**config.mk**
```make
export PLATFORM = sky130hd
export DESIGN_NAME = serial_adc_ctrl
export DESIGN_NICKNAME = d
export VERILOG_FILES = /design/src/rtl/adc_ctrl_pkg.sv /design/src/rtl/adc_ctrl_sync.sv /design/src/rtl/adc_ctrl_seq.sv /design/src/rtl/adc_ctrl_out.sv /design/src/rtl/serial_adc_ctrl.sv
export SDC_FILE = /design/constraint.sdc
export NUM_CORES = 1
export LEC_CHECK = 0
export BUFFER_PORTS_ARGS = -buffer_cell sky130_fd_sc_hd__buf_2
export CAP_MARGIN = 20
export CORE_MARGIN = 2
export CORE_UTILIZATION = 53
export DETAILED_ROUTE_END_ITERATION = 7
export PLACE_DENSITY = 0.73
export SYNTH_ARGS = -nofsm -noshare
export SYNTH_HDL_FRONTEND = slang
export SYNTH_SLANG_ARGS = --single-unit
```
**constraint.sdc**
```tcl
create_clock -name clk_i -period 4.25 [get_ports clk_i]
set_input_delay 0.2125 -clock clk_i [delete_from_list [all_inputs] [get_ports clk_i]]
set_output_delay 0.2125 -clock clk_i [all_outputs]
set_load 0.01 [all_outputs]
```
**src/rtl/adc_ctrl_pkg.sv**
```systemverilog
package adc_ctrl_pkg;
  typedef enum logic [1:0] {
    ST_IDLE = 2'd0,
    ST_XFER = 2'd1,
    ST_CONV = 2'd2
  } xfer_st_e;

  localparam logic [3:0] CMD_PWR_DOWN = 4'b1110;
  localparam logic [3:0] CMD_RESERVED = 4'b1111;
endpackage

```
**src/rtl/adc_ctrl_sync.sv**
```systemverilog
module adc_ctrl_sync #(
  parameter int unsigned W = 3,
  parameter int unsigned STAGES = 2,
  parameter logic [W-1:0] RST_VAL = '0
) (
  input  logic         clk_i,
  input  logic         rst_ni,
  input  logic [W-1:0] d_i,
  output logic [W-1:0] q_o
);
  for (genvar b = 0; b < W; b++) begin : g_bit
    logic [STAGES-1:0] ff_q;
    always_ff @(posedge clk_i or negedge rst_ni) begin
      if (!rst_ni) ff_q <= {STAGES{RST_VAL[b]}};
      else         ff_q <= {ff_q[STAGES-2:0], d_i[b]};
    end
    assign q_o[b] = ff_q[STAGES-1];
  end
endmodule

```
**src/rtl/adc_ctrl_seq.sv**
```systemverilog
module adc_ctrl_seq
  import adc_ctrl_pkg::*;
#(
  parameter int unsigned XFER_CLKS = 12,
  parameter int unsigned CMD_W = 4,
  parameter int unsigned CONV_CYCLES = 40
) (
  input  logic             clk_i,
  input  logic             rst_ni,
  input  logic             cs_n_s_i,
  input  logic             io_s_i,
  input  logic             sdi_s_i,
  output logic             sel_on_o,
  output logic             shift_o,
  output logic             busy_o,
  output logic             done_o,
  output logic             sample_o,
  output logic [CMD_W-1:0] chan_o,
  output logic             sw_pd_o,
  output logic             auto_pd_o
);
  localparam int unsigned RC_W = $clog2(CMD_W + 1);
  localparam int unsigned FC_W = $clog2(XFER_CLKS + 1);
  localparam int unsigned TM_W = $clog2(CONV_CYCLES + 1);

  xfer_st_e         state_q;
  logic             io_d_q, cs_d_q;
  logic [RC_W-1:0]  rise_cnt_q;
  logic [FC_W-1:0]  fall_cnt_q;
  logic [TM_W-1:0]  timer_q;
  logic [CMD_W-1:0] cmd_q, chan_q;
  logic             sampling_q, sw_pd_q, auto_pd_q, done_q;

  logic io_rise, io_fall, sel_on, sel_off;
  assign io_rise = io_s_i & ~io_d_q;
  assign io_fall = ~io_s_i & io_d_q;
  assign sel_on  = ~cs_n_s_i & cs_d_q;
  assign sel_off = cs_n_s_i & ~cs_d_q;

  always_ff @(posedge clk_i or negedge rst_ni) begin
    if (!rst_ni) begin
      state_q    <= ST_IDLE;
      io_d_q     <= 1'b0;
      cs_d_q     <= 1'b1;
      rise_cnt_q <= '0;
      fall_cnt_q <= '0;
      timer_q    <= '0;
      cmd_q      <= '0;
      chan_q     <= '0;
      sampling_q <= 1'b0;
      sw_pd_q    <= 1'b1;
      auto_pd_q  <= 1'b0;
      done_q     <= 1'b0;
    end else begin
      io_d_q <= io_s_i;
      cs_d_q <= cs_n_s_i;
      done_q <= 1'b0;
      if (sel_on || (io_rise && !cs_n_s_i)) auto_pd_q <= 1'b0;
      if (sel_off) begin
        state_q    <= ST_IDLE;
        sampling_q <= 1'b0;
        timer_q    <= '0;
      end else begin
        unique case (state_q)
          ST_IDLE: begin
            if (sel_on) begin
              state_q    <= ST_XFER;
              rise_cnt_q <= '0;
              fall_cnt_q <= '0;
            end
          end
          ST_XFER: begin
            if (io_rise && rise_cnt_q < RC_W'(CMD_W)) begin
              cmd_q      <= {cmd_q[CMD_W-2:0], sdi_s_i};
              rise_cnt_q <= rise_cnt_q + 1'b1;
            end
            if (io_fall) begin
              // command decode on the last command bit's falling edge
              if (fall_cnt_q == FC_W'(CMD_W - 1)) begin
                if (cmd_q == CMD_PWR_DOWN) begin
                  sw_pd_q <= 1'b1;
                end else if (cmd_q != CMD_RESERVED) begin
                  sw_pd_q    <= 1'b0;
                  chan_q     <= cmd_q;
                  sampling_q <= 1'b1;
                end
              end
              if (fall_cnt_q == FC_W'(XFER_CLKS - 1)) begin
                sampling_q <= 1'b0;
                rise_cnt_q <= '0;
                fall_cnt_q <= '0;
                if (sampling_q) begin
                  state_q <= ST_CONV;
                  timer_q <= '0;
                end
              end else begin
                fall_cnt_q <= fall_cnt_q + 1'b1;
              end
            end
          end
          ST_CONV: begin
            if (timer_q == TM_W'(CONV_CYCLES - 1)) begin
              state_q   <= ST_XFER;
              timer_q   <= '0;
              done_q    <= 1'b1;
              auto_pd_q <= 1'b1;
            end else begin
              timer_q <= timer_q + 1'b1;
            end
          end
          default: state_q <= ST_IDLE;
        endcase
      end
    end
  end

  assign sel_on_o  = sel_on;
  assign shift_o   = io_fall && (state_q == ST_XFER);
  assign busy_o    = (state_q == ST_CONV);
  assign done_o    = done_q;
  assign sample_o  = sampling_q;
  assign chan_o    = chan_q;
  assign sw_pd_o   = sw_pd_q;
  assign auto_pd_o = auto_pd_q;

  a_r3_no_conv_in_pd: assert property (@(posedge clk_i) disable iff (!rst_ni)
    sw_pd_q |-> state_q != ST_CONV);
  a_r4_sample_in_xfer: assert property (@(posedge clk_i) disable iff (!rst_ni)
    sampling_q |-> state_q == ST_XFER);
  a_r5_conv_bound: assert property (@(posedge clk_i) disable iff (!rst_ni)
    (state_q == ST_CONV) |-> timer_q < TM_W'(CONV_CYCLES));
  a_r8_abort_idle: assert property (@(posedge clk_i) disable iff (!rst_ni)
    sel_off |=> state_q == ST_IDLE);
  a_r9_auto_pd_on_done: assert property (@(posedge clk_i) disable iff (!rst_ni)
    done_q |-> auto_pd_q);
endmodule

```
**src/rtl/adc_ctrl_out.sv**
```systemverilog
module adc_ctrl_out #(
  parameter int unsigned RES_W = 12
) (
  input  logic             clk_i,
  input  logic             rst_ni,
  input  logic [RES_W-1:0] res_i,
  input  logic             done_i,
  input  logic             sel_on_i,
  input  logic             shift_i,
  input  logic             busy_i,
  output logic             sdo_o
);
  logic [RES_W-1:0] buf_q, sr_q;

  always_ff @(posedge clk_i or negedge rst_ni) begin
    if (!rst_ni) begin
      buf_q <= '0;
      sr_q  <= '0;
    end else if (done_i) begin
      buf_q <= res_i;
      sr_q  <= res_i;
    end else if (sel_on_i) begin
      sr_q <= buf_q;
    end else if (shift_i) begin
      sr_q <= {sr_q[RES_W-2:0], 1'b0};
    end
  end

  assign sdo_o = sr_q[RES_W-1] & ~busy_i;

  a_r8_buf_hold: assert property (@(posedge clk_i) disable iff (!rst_ni)
    !done_i |=> $stable(buf_q));
  a_r7_first_bit: assert property (@(posedge clk_i) disable iff (!rst_ni)
    done_i |=> sr_q[RES_W-1] == $past(res_i[RES_W-1]));
endmodule

```
**src/rtl/serial_adc_ctrl.sv**
```systemverilog
module serial_adc_ctrl #(
  parameter int unsigned RES_W = 12,
  parameter int unsigned CONV_CYCLES = 40,
  parameter int unsigned SYNC_STAGES = 2
) (
  input  logic             clk_i,
  input  logic             rst_ni,
  input  logic             cs_ni,
  input  logic             ioclk_i,
  input  logic             sdi_i,
  input  logic [RES_W-1:0] result_i,
  output logic             sdo_o,
  output logic             eoc_o,
  output logic             sample_o,
  output logic [3:0]       chan_o,
  output logic             sw_pd_o,
  output logic             auto_pd_o
);
  localparam int unsigned XFER_CLKS = RES_W;

  logic [2:0] pins_s;
  logic sel_on, shift, busy, done;

  adc_ctrl_sync #(.W(3), .STAGES(SYNC_STAGES), .RST_VAL(3'b100)) u_sync (
    .clk_i (clk_i),
    .rst_ni(rst_ni),
    .d_i   ({cs_ni, ioclk_i, sdi_i}),
    .q_o   (pins_s)
  );

  adc_ctrl_seq #(.XFER_CLKS(XFER_CLKS), .CMD_W(4), .CONV_CYCLES(CONV_CYCLES)) u_seq (
    .clk_i    (clk_i),
    .rst_ni   (rst_ni),
    .cs_n_s_i (pins_s[2]),
    .io_s_i   (pins_s[1]),
    .sdi_s_i  (pins_s[0]),
    .sel_on_o (sel_on),
    .shift_o  (shift),
    .busy_o   (busy),
    .done_o   (done),
    .sample_o (sample_o),
    .chan_o   (chan_o),
    .sw_pd_o  (sw_pd_o),
    .auto_pd_o(auto_pd_o)
  );

  adc_ctrl_out #(.RES_W(RES_W)) u_out (
    .clk_i   (clk_i),
    .rst_ni  (rst_ni),
    .res_i   (result_i),
    .done_i  (done),
    .sel_on_i(sel_on),
    .shift_i (shift),
    .busy_i  (busy),
    .sdo_o   (sdo_o)
  );

  assign eoc_o = ~busy;

  a_r5_sdo_low_conv: assert property (@(posedge clk_i) disable iff (!rst_ni)
    !eoc_o |-> !sdo_o);
endmodule

```
=== Word level (Yosys, flattened, before mapping) ===
Cells that the tools add are included.

* Bits of input ports: 17
* Bits in registers: 59

* Equality and inequality tests: 15
* Magnitude comparators: 1
* Reductions and logical operators: 22
* Bitwise operators: 12
* $add $sub $neg: 3
* Mux-type cells: 41

{| class="wikitable"
|+ Operators with widths
! kind !! count
|-
| two-way mux 12 bit || 3
|-
| two-way mux 6 bit || 5
|-
| two-way mux 1 bit || 16
|-
| AND reduction 5 bit || 3
|-
| two-way mux 2 bit || 6
|-
| two-way mux 3 bit || 4
|-
| two-way mux 4 bit || 3
|-
| != test 3 x 1 -> 1 bit (second input constant) || 4
|-
| case mux 6 bit (2 select lines) || 1
|-
| nonzero test 3 bit || 4
|-
| equality test 4 bit (second input constant) || 2
|-
| case mux 4 bit (2 select lines) || 1
|-
| AND reduction 4 bit || 2
|-
| nonzero test 2 bit || 4
|-
| inverter 1 bit || 7
|-
| adder 6 x 1 -> 6 bit (second input constant) || 1
|-
| equality test 6 bit (second input constant) || 1
|-
| case mux 2 bit (3 select lines) || 1
|-
| case mux 3 bit (2 select lines) || 1
|-
| AND reduction 3 bit || 2
|-
| AND reduction 6 bit || 1
|-
| AND 1 bit || 5
|-
| adder 4 x 1 -> 4 bit (second input constant) || 1
|-
| equality test 4 x 2 -> 1 bit (second input constant) || 1
|-
| other kinds (12) || 15
|}

=== Depth between registers and ports, before layout ===
Gate-level depths: netlist (run 1).

* Word-level depth: 8
* Gate-level depth with buffers: 7
* Gate-level depth less buffers: 6

=== Cells and area by module ===
Synthesis (run 1) repeated with hierarchy kept, for this count alone.

* Cells, all modules: 262
* Area total of the unflattened synthesis: 2,778.9 sq um

{| class="wikitable"
|+ By module, submodules not included
! module !! cells each !! area each (sq um) !! times used
|-
| adc_ctrl_seq || 137 || 1,515.2 || 1
|-
| adc_ctrl_out || 115 || 1,084.8 || 1
|-
| adc_ctrl_sync || 9 || 175.2 || 1
|-
| serial_adc_ctrl || 1 || 3.8 || 1
|}

=== Least setup slack after synthesis (run 1) ===
No wires, ideal clock.

* Path type: reg-to-reg
* From: register u_seq.state_q[0]
* To: register u_seq.fall_cnt_q[3]
* Stages on the path, launching flop included: 7
* Data arrival time: 1,699 ps
* Data required time: 4,172 ps
* Slack: 2,474 ps
* Cell sequence: dfrtp_1 -> inv_1 -> ha_1 -> clkbuf_1 -> maj3_2 -> or4_1 -> a21oi_1

* Word-level cells in the longest chain between the ends: 3
* Elaborated cells between the ends (all ways): 7
* Classes of those cells: 3 x eq/ne; 1 x mux; 3 x reduce/logical

{| class="wikitable"
|+ Ends and longest elaborated chain
! what !! RTL line !! source
|-
| from (decl) || adc_ctrl_seq.sv:26 || <nowiki>xfer_st_e state_q;</nowiki>
|-
| from (signal assigned) || adc_ctrl_seq.sv:42 || <nowiki>state_q <= ST_IDLE;</nowiki>
|-
| from (signal assigned) || adc_ctrl_seq.sv:60 || <nowiki>state_q <= ST_IDLE;</nowiki>
|-
| from (signal assigned) || adc_ctrl_seq.sv:67 || <nowiki>state_q <= ST_XFER;</nowiki>
|-
| equality test 2 x 1 -> 1 bit or zero test 2 bit (tied branches) || adc_ctrl_seq.sv:64 || <nowiki>unique case (state_q)</nowiki>
|-
| != test 2 x 1 -> 1 bit (no source line) or nonzero test 2 bit (tied branches) || n/a ||
|-
| AND reduction 4 bit (no source line) || n/a ||
|-
| to (signal assigned) || adc_ctrl_seq.sv:97 || <nowiki>fall_cnt_q <= fall_cnt_q + 1'b1;</nowiki>
|-
| to (decl) || adc_ctrl_seq.sv:29 || <nowiki>logic [FC_W-1:0] fall_cnt_q;</nowiki>
|}

Several ways; a longest one is shown, not always the timed one.
A chain may end at the register's enable or synchronous reset.

=== Final worst setup path (run 1) ===
* From: register u_sync.g_bit[2].ff_q[1]
* To: register u_seq.fall_cnt_q[1]

* Word-level cells in the longest chain between the ends: 4
* Elaborated cells between the ends (all ways): 6
* Classes of those cells: 1 x eq/ne; 4 x bitwise; 1 x reduce/logical

{| class="wikitable"
|+ Ends and longest elaborated chain
! what !! RTL line !! source
|-
| from (decl) || adc_ctrl_sync.sv:12 || <nowiki>logic [STAGES-1:0] ff_q;</nowiki>
|-
| from (signal assigned) || adc_ctrl_sync.sv:14 || <nowiki>if (!rst_ni) ff_q <= {STAGES{RST_VAL[b]}};</nowiki>
|-
| from (signal assigned) || adc_ctrl_sync.sv:15 || <nowiki>else ff_q <= {ff_q[STAGES-2:0], d_i[b]};</nowiki>
|-
| inverter 1 bit || adc_ctrl_seq.sv:37 || <nowiki>assign sel_on = ~cs_n_s_i & cs_d_q;</nowiki>
|-
| AND 1 bit || adc_ctrl_seq.sv:37 ||
|-
| != test 2 x 1 -> 1 bit (no source line) || n/a ||
|-
| AND reduction 4 bit (no source line) * || n/a ||
|}

Mark *: on every way between the ends. The rest lies on a longest branch, timed or not.

==> results of run 1 <==
==> through the flow <==
stage / util (%) / std cells / worst slack, ps
floorplan: - / 269 / 2470
global placement: 57.4 / 353 / 2230
detailed placement: 57.4 / 353 / 2200
CTS: 61.9 / 372 / 2160
global route: 61.9 / 372 / 1960
finish: 61.9 / 372 / 2130
==> cell families after synthesis <==
family                     share of synthesized area [%]
adders and majority gates                           3.63
DFF                                                 54.4
and+or+nand+nor                                     16.0
AOI/OAI and AO/OA                                   19.5
muxes                                               2.07
buffers and inverters                               4.41
==> area by class of cell <==
| type | instances | share of cell area, % |
|---|---|---|
| Inverter | 19 | 2.29 |
| Multi-Input combinational cell | 179 | 36.0 |
| Sequential cell | 59 | 47.5 |
| Tap cell | 70 | 2.81 |
| Clock buffer | 15 | 5.97 |
| Timing Repair Buffer | 29 | 5.21 |
| Clock inverter | 1 | 0.241 |
==> critical path, stage by stage, from the launching register on <==
cell                        delay, ps
sky130_fd_sc_hd__dfstp_2          620
sky130_fd_sc_hd__nor2b_1          740
sky130_fd_sc_hd__o32a_1           360
sky130_fd_sc_hd__a2bb2oi_1        180
sky130_fd_sc_hd__o21ai_0          100
==> cell usage in the layout (no fill, tap or decap), drive strengths merged, types with 6 or more instances in the layout <==
cell type  netlist  routed
inv             19      19
buf              3      26
ha               7       7
nor2            20      20
a21oi           20      20
o21ai           23      23
nand2b           6       6
nand2           25      25
o221ai          11      11
clkbuf           9      15
nor2b            6       6
dfrtp           55      55
nand3            9       9
==> power by group through the flow <==
stage	sequential [mW]	clock, mW	combinational (mW)
after CTS	0.678	0.493	0.248
final	0.678	0.488	0.246
after global routing	0.689	0.520	0.281
after detailed placement	0.688	0	0.246
after global placement	0.685	0	0.237
after floorplan	0.675	0	0.176
==> sequential cells by signal, indices dropped and copies added (netlist names), 2 cells and up <==
| register | cells |
|---|---|
| u_sync.g_bit.ff_q | 6 |
| u_out.buf_q | 12 |
| u_out.sr_q | 12 |
| u_seq.timer_q | 6 |
| u_seq.cmd_q | 4 |
| u_seq.rise_cnt_q | 3 |
| u_seq.fall_cnt_q | 4 |
| u_seq.chan_o | 4 |
| u_seq.state_q | 2 |
==> metal layers <==
layer	global-route usage, %	up-vias	part of all wire [%]
li1	-	1028	-
met3	3.70	10	4.1
met1	31.6	1020	48
met2	32.3	52	47
met4	12.7	0	1.9
met5	0	-	0
==> how the worst min path moves through the flow <==
stage / start / endpoint / slack (ps) / cells past startpoint
after floorplan: rst_ni / u_out.buf_q[0]$_DFFE_PN0P_ / -80 / 0
after global placement: cs_ni / u_sync.g_bit[2].ff_q[0]$_DFF_PN1_ / 320 / 1
after detailed placement: cs_ni / u_sync.g_bit[2].ff_q[0]$_DFF_PN1_ / 320 / 1
after CTS: rst_ni / u_seq.chan_o[3]$_DFFE_PN0P_ / 50 / 2
after global routing: rst_ni / u_seq.chan_o[3]$_DFFE_PN0P_ / 100 / 2
final: rst_ni / u_seq.timer_q[2]$_DFFE_PN0P_ / 20 / 2
==> repair_timing <==
action / 4_1_cts / 5_1_grt
gates resized for setup: 0 / 0
endpoints found under the setup margin: 0 / 0
hold buffers: 3 / 0
endpoints found under the hold margin: 3 / 0
==> reports/results.env, run 1 <==
STATUS='finished clean'
PWR_DENSITY_CELL_nW_PER_UM2=452
YOSYS-TOP-CELLS-COUNT='55 x sky130_fd_sc_hd__dfrtp_1, 25 x sky130_fd_sc_hd__nand2_1, 22 x sky130_fd_sc_hd__o21ai_0'
WORSTSETUPPATHTYPE='reg2reg'
MAX-CLOCK-PATH-BUFFERS=2
WORST_R2R_START='u_sync.g_bit[2].ff_q[1]$_DFF_PN1_'
NETLIST.AREA_LEADER.SHARE_PCT=50.5
CTS.SINK_COUNT=59
SYNTHESIS.AREA_UM2=2730
VDD_IR_DROP_MAX_mV=0.299
CRIT_START='u_sync.g_bit[2].ff_q[1]$_DFF_PN1_'
VIAS_IN_THE_FIRST_GLOBAL_ROUTE=2040
SHARE_CLK_OF_TOTAL_POWER_PCT=34.5
CLKTRANSATPATHREGS_PS=70
STD_CELL_ROWS=26
CTS_POST_SETUP_BUFFERS_INSERTED=0
DESIGN.CORE.AREA_UM2=5040
YS_FF_LATCH=59
POWER_REPORT.INTERNAL_TOTAL_mW=1.00
P_SWITCHING_mW=0.411
TRITONCTS='yes'
CTS_ROOT_BUFFER='sky130_fd_sc_hd__clkbuf_8'
FIN_SKEW_PS=5.74
NUMBER_OF_SETUP_VIOLATIONS_IN_THE_FINAL_REPORT=0
DRT_FIRST_PASS_ITERS=4
NUM_VIAS=2110
POSTSYNTHCELLCOUNT=269
NUMBER_OF_ANTENNA_VIOLATIONS_AT_THE_FIRST_CHECK_IN_GLOBAL_ROUTING=0
CELL_TAKING_THE_MOST_AREA_AFTER_SYNTHESIS='sky130_fd_sc_hd__dfrtp_1'
ANTENNA_CELLS_INSERTED=0
FULL_DIE_AREA_UM2=5730
FLOORPLAN.INITIALDENSITY_PCT=54.0
SYNTHTOLAYOUTAREAGROWTH_PCT=14.5
POSTROUTEANTENNANETS=0
DRC_ERRORS=0
ASYNC_FLOP_SHARE_PCT=100
GR-TOTAL-OVERFLOW=0
SYNTH_FLOP_CELL='sky130_fd_sc_hd__dfrtp_1'
FF2FF_PATH_DEPTH=4
REQUIRED_PS=4450
FINAL_CELL_AREA_UM2=3120
CP_MAX_FO=12
MAXCAPVIOLCOUNT=0
POSTROUTEWIRELENGTH_UM=5460
DP_HPWL_UM=3670
STATIC-LEAKAGE-POWER_nW=1.41
P_SEQ_SHARE_PCT=48.0
NNETSFINAL=321
GRT.TOTAL_USAGE_PCT=22.2
SWITCHING_SHARE_PCT=29.1
DIE_W_UM=75.7
GP_CONGESTION=0.826
POST_ROUTE_SETUP_TNS_PS=0
GRT_SETUP_UNREPAIRED='no'
P_TOTAL_mW=1.41
SYN_NETS=293
CLOCK_LATENCY_PS=330
FINAL_LAYOUT_SIZE_SUFFIX_GT1_SHARE_PCT=17.5
AREA.SEQUENTIAL_UM2=1480
MAX_FREQ_MHz=471
AVGROUTEDWIREPERCELL_UM=14.7
WORST_PIN_SLEW_PS=899
SYNTH.LIB_CELLS_USED.DISTINCT=50
FILL_CELLS=416
YOSYSMOSTFREQUENTCELL='sky130_fd_sc_hd__dfrtp_1'
NUMBER_OF_H_TREE_BRANCHING_LEVELS=3
FIN_CRIT_PS=2120
CTS_MADE_BUFFERS=9
CRIT-REG2REG-CAPTURE='u_seq.fall_cnt_q[1]$_DFFE_PN0P_'
MULTI_INPUT_COMB_AREA_UM2=1120
SYNTH_ENABLE_FLOP_CELLS=0
DPL-INSTANCE-AREA_UM2=2900
HOLD_WS_PS=17.1
CRITPATHCAPTURETYPE='register'
GRT_MAX_DEGREE=60
FINALMAXSLEWVIOLATIONS=0
WORSTSETUPENDPOINT='u_seq.fall_cnt_q[1]$_DFFE_PN0P_'
FIRST_PASS_GRT_WIRE_LENGTH_UM=9470
IO_BUFFERS=25
PWR-SHARE-COMB_PCT=17.4
HOLDCRITPATHCLASS='in2async'
WORST-ENDPOINT-ARRIVAL_PS=2320
ROUTE.DETAILED.VIAS_PER_INST=5.67
SYNTH-WARNING-COUNT=0
SYNTHESIS.AREA_PER_INSTANCE_UM2=10.1
CRITICAL_PATH.STARTPOINT_TYPE='register'
WORST-R2R-SETUP-SLACK_PS=2130
TIMING.FINAL.HOLD_VIOLATIONS=0
FINAL.PERIOD_UTILIZATION_PCT=50.0
TIMING.SLEW.HEADROOM_PCT=39.9
DR.FIRST_ITER.DRC_COUNT=163
PIN_COUNT=26
SYNTHTOPCELLSBYAREA='sky130_fd_sc_hd__dfrtp_1 51%, sky130_fd_sc_hd__o21ai_0 4.0%, sky130_fd_sc_hd__dfstp_2 3.9%'
DIE_H_UM=75.7
SYNTH-SEQ-AREA-SHARE_PCT=54.4
Power figures use the tool's default switching activity.
==> inputs of run 2 (changes only) <==
--- a/config.mk
+++ b/config.mk
@@ -10,7 +10,7 @@
 export CORE_MARGIN = 2
 export CORE_UTILIZATION = 53
 export DETAILED_ROUTE_END_ITERATION = 7
-export PLACE_DENSITY = 0.73
+export PLACE_DENSITY = 0.75
 export SYNTH_ARGS = -nofsm -noshare
 export SYNTH_HDL_FRONTEND = slang
 export SYNTH_SLANG_ARGS = --single-unit
==> constraint.sdc (replaced) <==
create_clock -name clk_i -period 1.78 [get_ports clk_i]
set_input_delay 0.089 -clock clk_i [delete_from_list [all_inputs] [get_ports clk_i]]
set_output_delay 0.089 -clock clk_i [all_outputs]
set_load 0.01 [all_outputs]
==> run 2 against run 1 <==
Clock-buffer cell count is 5 lower. Hold slack worse by 9.4 ps. Cell count is 8.9% higher. Die area stayed put. Flip-flop and latch count stayed put. Non-clock buffer count is 33 higher. Sequential power is 140% higher. Sequential share of layout area is 4.9 points lower. Register-to-register slack worse by 2100 ps. Utilization is 7.1 points higher. Via count is 6.4% higher. Setup slack worse by 2100 ps. Critical endpoint is now u_seq.fall_cnt_q[3]$_DFFE_PN0P_.
==> reports/results.env, run 2 (synthesis results as in run 1) <==
PIN_COUNT=26  # unchanged
POSTROUTEWIRELENGTH_UM=6080  # +11%
HOLD_PATH.STARTPOINT='result_i[2]'
DIE_H_UM=75.7  # unchanged
GRT.TOTAL_USAGE_PCT=23.2  # +1.1 points
REQUIRED_PS=2040  # -2410 ps
GR-TOTAL-OVERFLOW=0  # unchanged
LAYOUT.CORE_UTILIZATION_PCT=69.0  # +7.1 points
TRITONCTS='yes'
DRC_ERRORS=0  # unchanged
FINALMAXSLEWVIOLATIONS=0  # unchanged
VDD_IR_DROP_MAX_mV=1.21  # +300%
WORST_HOLD_PATH.ENDPOINT='u_out.buf_q[2]$_DFFE_PN0P_'
FULL_DIE_AREA_UM2=5730  # unchanged
DR.FIRST_ITER.DRC_COUNT=194  # +19%
CTS.SINK_COUNT=59  # unchanged
STATUS='finished clean'
GRT_MAX_DEGREE=26  # -57%
FIN_SKEW_PS=5.50  # -0.237 ps
PLACEMENT.SETUP.WORST_SLACK_PS=-5.98  # -2210 ps
DPL-INSTANCE-AREA_UM2=3070  # +5.9%
GP_CONGESTION=0.842  # +1.9%
CRITPATHCAPTURETYPE='register'
CLOCK_LATENCY_PS=330  # about the same
STD_CELL_ROWS=26  # unchanged
HOLDCRITPATHCLASS='in2reg'
WORST_SLACK_PS=60.0  # -2070 ps
POST_ROUTE_SETUP_TNS_PS=0  # unchanged
IO_BUFFERS=25  # unchanged
MAXCAPVIOLCOUNT=0  # unchanged
FINAL_CELL_AREA_UM2=3480  # +12%
FIRST_PASS_GRT_WIRE_LENGTH_UM=9830  # +3.7%
FINAL.PERIOD_UTILIZATION_PCT=96.6  # +47 points
WORST-R2R-SETUP-SLACK_PS=60  # -2070 ps
POSTROUTEANTENNANETS=0  # unchanged
NUM_VIAS=2246  # +6.4%
P_TOTAL_mW=3.88  # +180%
WORST-ENDPOINT-ARRIVAL_PS=1980  # -340 ps
GRT_SETUP_UNREPAIRED='yes'
CLKTRANSATPATHREGS_PS=70  # about the same
VIAS_IN_THE_FIRST_GLOBAL_ROUTE=2150  # +5.4%
FINAL_LAYOUT_SIZE_SUFFIX_GT1_SHARE_PCT=24.5  # +6.9 points
DIE_W_UM=75.7  # unchanged
WORST_R2R_START='u_seq.state_q[0]$_DFFE_PN0P_'
ANTENNA_CELLS_INSERTED=0  # unchanged
NNETSFINAL=354  # +10%
NUMBER_OF_ANTENNA_VIOLATIONS_AT_THE_FIRST_CHECK_IN_GLOBAL_ROUTING=0  # unchanged
DRT_FIRST_PASS_ITERS=4  # unchanged
CRITICAL_PATH.STARTPOINT_TYPE='register'
ROUTE.DETAILED.VIAS_PER_INST=5.55  # -2.2%
FLOORPLAN.INITIALDENSITY_PCT=54.0  # unchanged
SYNTHTOLAYOUTAREAGROWTH_PCT=27.7
LAYOUT_TOP_REGISTERS='u_out.buf_q (12), u_out.sr_q (12)'
NUMBER_OF_H_TREE_BRANCHING_LEVELS=3  # unchanged
CP_MAX_FO=7  # -5
HIGHEST_COUNT_CELLS_IN_THE_LAYOUT_IGNORING_FILL_AND_TAPS='55 x sky130_fd_sc_hd__dfrtp_1, 25 x sky130_fd_sc_hd__buf_2, 24 x sky130_fd_sc_hd__nand2_1, 22 x sky130_fd_sc_hd__o21ai_0, 22 x sky130_fd_sc_hd__buf_4'
MOST_COMMON_LIBRARY_CELL_IN_THE_LAYOUT_IGNORING_FILL_AND_TAPS='sky130_fd_sc_hd__dfrtp_1'
DP_HPWL_UM=4140  # +13%
CRIT-REG2REG-CAPTURE='u_seq.fall_cnt_q[3]$_DFFE_PN0P_'
FIN_CRIT_PS=1720  # -404 ps
NUMBER_OF_SETUP_VIOLATIONS_IN_THE_FINAL_REPORT=0  # unchanged
CTS_ROOT_BUFFER='sky130_fd_sc_hd__clkbuf_8'
WORST_PIN_SLEW_PS=494  # -405 ps
MAX-CLOCK-PATH-BUFFERS=2  # unchanged
AVGROUTEDWIREPERCELL_UM=15.0  # +2.3%
MIN_DELAY_PATH_DEPTH=3
PWR_DENSITY_CELL_nW_PER_UM2=1120  # +150%
CTS_MADE_BUFFERS=9  # unchanged
TIMING.FINAL.HOLD_VIOLATIONS=0  # unchanged
FF2FF_PATH_DEPTH=5  # +1
DESIGN.CORE.AREA_UM2=5040  # unchanged
STATIC-LEAKAGE-POWER_nW=1.59  # +13%
MAX_FREQ_MHz=581  # +23%
TIMING.SLEW.HEADROOM_PCT=67.0  # +27 points
WORSTSETUPPATHTYPE='reg2reg'
==> run 2: changes by cell type in the layout (fill, tap and decap cells not counted), moves of 2 or more <==
| cell | delta |
|---|---|
| sky130_fd_sc_hd__clkbuf_8 | -3 |
| sky130_fd_sc_hd__clkinv_4 | +2 |
| sky130_fd_sc_hd__bufinv_16 | +3 |
| sky130_fd_sc_hd__clkbuf_1 | -2 |
| sky130_fd_sc_hd__dlygate4sd3_1 | +11 |
| sky130_fd_sc_hd__ha_2 | +2 |
| sky130_fd_sc_hd__buf_4 | +21 |
| sky130_fd_sc_hd__ha_1 | -2 |
==> run 2: repair_timing <==
item,4_1_cts,5_1_grt
resized for setup,2,3
setup buffers,0,1
setup endpoints to repair,1,10
hold buffers,14,0
endpoints found under the hold margin,33,0
==> run 2: through the flow <==
step / hold WS, ps / instances
after floorplan: -207 / 269
after global placement: 49.6 / 374
after detailed placement: 55.0 / 374
after CTS: 0.601 / 404
after global routing: 28.0 / 405
final: 7.71 / 405
==> run 2: worst max-delay path by stage <==
| stage | startpoint | to | slack (ps) | cells past startpoint |
|---|---|---|---|---|
| global route | u_seq.state_q[1]$_DFFE_PN0P_ | u_seq.rise_cnt_q[0]$_DFFE_PN0P_ | -40 | 6 |
| floorplan | u_seq.state_q[0]$_DFFE_PN0P_ | u_seq.fall_cnt_q[3]$_DFFE_PN0P_ | 4 | 6 |
| global placement | u_seq.state_q[0]$_DFFE_PN0P_ | u_seq.fall_cnt_q[3]$_DFFE_PN0P_ | 60 | 5 |
| detailed placement | u_seq.state_q[0]$_DFFE_PN0P_ | u_seq.fall_cnt_q[3]$_DFFE_PN0P_ | -6 | 5 |
| finish | u_seq.state_q[0]$_DFFE_PN0P_ | u_seq.fall_cnt_q[3]$_DFFE_PN0P_ | 60 | 5 |
| CTS | u_seq.state_q[1]$_DFFE_PN0P_ | u_seq.rise_cnt_q[0]$_DFFE_PN0P_ | 30 | 6 |
==> run 2: metal layers <==
metal  global-route usage, %  up-vias  part of all wire, %
li1                        -     1092                    -
met2                    36.4       47                   50
met5                       0        -                    0
met4                    8.58        0                  1.1
met3                    5.42        8                  3.9
met1                    31.8     1099                   45
==> run 2: report_power, final <==
part	leakage [nW]	switching, mW	internal, mW
sequential	0.668	0.134	1.48
combinational	0.800	0.381	0.375
clock	0.126	0.542	0.970
==> run 2: area by class of cell <==
class                           instances  area (um2)
Fill cell                             370        1560
Sequential cell                        59        1480
Multi-Input combinational cell        179        1140
Timing Repair Buffer                   62         450
Clock buffer                           10         138
Clock inverter                          6         113
Tap cell                               70        87.6
Inverter                               19        71.3
==> run 2: worst max-delay path, stage by stage, from the launching register on <==
cell and delay [ps]:
sky130_fd_sc_hd__dfrtp_1 380, sky130_fd_sc_hd__inv_1 70, sky130_fd_sc_hd__ha_2 230, sky130_fd_sc_hd__maj3_2 350, sky130_fd_sc_hd__or4_1 470, sky130_fd_sc_hd__a21oi_1 150
==> inputs of run 3 (changes only) <==
--- a/config.mk
+++ b/config.mk
@@ -10,7 +10,8 @@
 export CORE_MARGIN = 2
 export CORE_UTILIZATION = 53
 export DETAILED_ROUTE_END_ITERATION = 7
-export PLACE_DENSITY = 0.75
+export PLACE_DENSITY = 0.73
+export RECOVER_POWER = 100
 export SYNTH_ARGS = -nofsm -noshare
 export SYNTH_HDL_FRONTEND = slang
 export SYNTH_SLANG_ARGS = --single-unit
==> constraint.sdc (replaced) <==
create_clock -name clk_i -period 1.6 [get_ports clk_i]
set_input_delay 0.08 -clock clk_i [delete_from_list [all_inputs] [get_ports clk_i]]
set_output_delay 0.08 -clock clk_i [all_outputs]
set_load 0.01 [all_outputs]
==> run 3 against run 2 <==
The flow now finishes with violations (setup timing). Design area is 5.9% higher. Clock skew is 3.7 ps higher. Die area stayed put. Via count is 2.8% higher. Cell count is 3.7% higher. Hold slack better by 2.8 ps. Critical endpoint is now u_seq.rise_cnt_q[0]$_DFFE_PN0P_. Largest cell class unchanged. Largest power group unchanged. Highest routed layer unchanged.
==> reports/results.env, run 3 (synthesis results as in run 1) <==
FINAL_LAYOUT_SIZE_SUFFIX_GT1_SHARE_PCT=33.1  # +8.7 points
WORST_PIN_SLEW_PS=786  # +292 ps
NUMBER_OF_ANTENNA_VIOLATIONS_AT_THE_FIRST_CHECK_IN_GLOBAL_ROUTING=0  # unchanged
DP_HPWL_UM=4010  # -3.2%
FIRST_PASS_GRT_WIRE_LENGTH_UM=10700  # +8.6%
PLACEMENT.SETUP.WORST_SLACK_PS=-125  # -119 ps
MAX-CLOCK-PATH-BUFFERS=2  # unchanged
STATUS='finished, violations left'
ROUTE.DETAILED.VIAS_PER_INST=5.50  # -0.87%
NUM_VIAS=2309  # +2.8%
NUMBER_OF_SETUP_VIOLATIONS_IN_THE_FINAL_REPORT=4  # +4
MIN_DELAY_PATH_DEPTH=3  # unchanged
CLKTRANSATPATHREGS_PS=70  # about the same
FIN_SKEW_PS=9.18  # +3.68 ps
CTS_ROOT_BUFFER='sky130_fd_sc_hd__clkbuf_8'
LAYOUT_TOP_REGISTERS='u_out.buf_q (12), u_out.sr_q (12)'
FINALMAXSLEWVIOLATIONS=0  # unchanged
WORST_SLACK_PS=-22.9  # -82.9 ps
CRITICAL_PATH.STARTPOINT_TYPE='register'
FAILED_CHECKS='setup timing'
STATIC-LEAKAGE-POWER_nW=1.68  # +5.5%
P_TOTAL_mW=4.36  # +12%
NNETSFINAL=369  # +4.2%
VDD_IR_DROP_MAX_mV=0.837  # -31%
VIAS_IN_THE_FIRST_GLOBAL_ROUTE=2304  # +7.2%
DRC_ERRORS=0  # unchanged
AVGROUTEDWIREPERCELL_UM=15.2  # +1.4%
GRT.TOTAL_USAGE_PCT=25.2  # +2.0 points
FULL_DIE_AREA_UM2=5730  # unchanged
MULTI_INPUT_COMB_AREA_UM2=1250  # +9.9%
GRT_SETUP_UNREPAIRED='yes'
POSTROUTEANTENNANETS=0  # unchanged
NUMBER_OF_H_TREE_BRANCHING_LEVELS=3  # unchanged
TRITONCTS='yes'
CLOCK_LATENCY_PS=330  # about the same
AREA.SEQUENTIAL_UM2=1480  # about the same
DRT_FIRST_PASS_ITERS=4  # unchanged
PWR_DENSITY_CELL_nW_PER_UM2=1180  # +6.1%
TIMING.FINAL.HOLD_VIOLATIONS=0  # unchanged
HIGHEST_COUNT_CELLS_IN_THE_LAYOUT_IGNORING_FILL_AND_TAPS='54 x sky130_fd_sc_hd__dfrtp_1, 31 x sky130_fd_sc_hd__buf_4, 25 x sky130_fd_sc_hd__buf_2, 23 x sky130_fd_sc_hd__nand2_1, 19 x sky130_fd_sc_hd__o21ai_0'
DIE_W_UM=75.7  # unchanged
DESIGN.CORE.AREA_UM2=5040  # unchanged
POST_ROUTE_SETUP_TNS_PS=-46.2  # -46.2 ps
DR.FIRST_ITER.DRC_COUNT=131  # -32%
ANTENNA_CELLS_INSERTED=0  # unchanged
MAX_FREQ_MHz=616  # +6.0%
POSTROUTEWIRELENGTH_UM=6390  # +5.1%
FINAL_CELL_AREA_UM2=3680  # +5.9%
CTS_MADE_BUFFERS=9  # unchanged
WORST-ENDPOINT-ARRIVAL_PS=1890  # -90 ps
SYNTHTOLAYOUTAREAGROWTH_PCT=35.2
MAXCAPVIOLCOUNT=0  # unchanged
PIN_COUNT=26  # unchanged
DIE_H_UM=75.7  # unchanged
GR-TOTAL-OVERFLOW=0  # unchanged
STD_CELL_ROWS=26  # unchanged
WORSTSETUPPATHTYPE='reg2reg'
FLOORPLAN.INITIALDENSITY_PCT=54.0  # unchanged
FINAL.PERIOD_UTILIZATION_PCT=101  # +4.8 points
FILL_CELLS=362  # -2.2%
CP_MAX_FO=5  # -2
GRT_MAX_DEGREE=60  # +130%
CRITPATHCAPTURETYPE='register'
GP_CONGESTION=0.859  # +2.0%
REQUIRED_PS=1870  # -170 ps
FF2FF_PATH_DEPTH=6  # +1
TIMING.SLEW.HEADROOM_PCT=47.6  # -19 points
CTS.SINK_COUNT=59  # unchanged
IO_BUFFERS=25  # unchanged
DPL-INSTANCE-AREA_UM2=3150  # +2.8%
MOST_COMMON_LIBRARY_CELL_IN_THE_LAYOUT_IGNORING_FILL_AND_TAPS='sky130_fd_sc_hd__dfrtp_1'
FIN_CRIT_PS=1620  # -97.1 ps
HOLDCRITPATHCLASS='in2reg'
[run 3: area by class of cell]
class / count / share of cell area (%)
well taps: 70 / 2.38
flip-flops and latches: 59 / 40.2
multi-input cells: 179 / 34.0
repair buffers: 77 / 15.5
clock inverters: 1 / 0.815
inverters: 19 / 2.00
clock buffers: 15 / 5.06
[run 3: stage by stage]
stage	hold slack [ps]	utilization, %	std cells
after floorplan	-216	-	269
after global placement	110	62.5	382
after detailed placement	108	62.5	382
after CTS	1.11	71.6	419
after global routing	5.50	73.1	420
final	10.5	73.1	420
[run 3: where the power goes]
| part | switching (mW) | total, mW | internal (mW) |
|---|---|---|---|
| Sequential | 0.151 | 1.80 | 1.65 |
| Combinational | 0.524 | 1.11 | 0.583 |
| Clock | 0.562 | 1.45 | 0.892 |
[run 3: final timing paths]
kind	from	to	slack, ps
min reg2reg	u_sync.g_bit[0].ff_q[0]$_DFF_PN0_	u_sync.g_bit[0].ff_q[1]$_DFF_PN0_	360
max	u_seq.state_q[1]$_DFFE_PN0P_	u_seq.rise_cnt_q[0]$_DFFE_PN0P_	-20
min	result_i[10]	u_out.buf_q[10]$_DFFE_PN0P_	10
max reg2reg	u_seq.state_q[1]$_DFFE_PN0P_	u_seq.rise_cnt_q[0]$_DFFE_PN0P_	-20
min in group asynchronous	rst_ni	u_seq.auto_pd_o$_DFF_PN0_	470
max in group asynchronous	rst_ni	u_seq.state_q[0]$_DFFE_PN0P_	590
[run 3: repair_timing]
| action | 4_1_cts | 5_1_grt |
|---|---|---|
| gates cloned | 0 | 0 |
| resized for setup | 12 | 23 |
| pin swaps | 12 | 7 |
| hold endpoints to repair | 73 | 0 |
| endpoints found under the setup margin | 21 | 20 |
| setup buffers | 6 | 1 |
| hold buffers | 15 | 0 |
[run 3: routing by layer]
layer / vias up / global-route usage (%) / part of all wire (%)
met4: 0 / 10.5 / 1.3
met2: 56 / 39.4 / 50
met5: - / 0 / 0
li1: 1130 / - / -
met1: 1113 / 33.5 / 45
met3: 10 / 6.61 / 3.7
[run 3: worst max-delay path, cell delays in order (launching register included)]
cell                      delay, ps
sky130_fd_sc_hd__dfrtp_1        390
sky130_fd_sc_hd__inv_2          100
sky130_fd_sc_hd__ha_4           170
sky130_fd_sc_hd__inv_4           40
sky130_fd_sc_hd__o32a_1         400
sky130_fd_sc_hd__or3_1          340
sky130_fd_sc_hd__a21oi_2        110
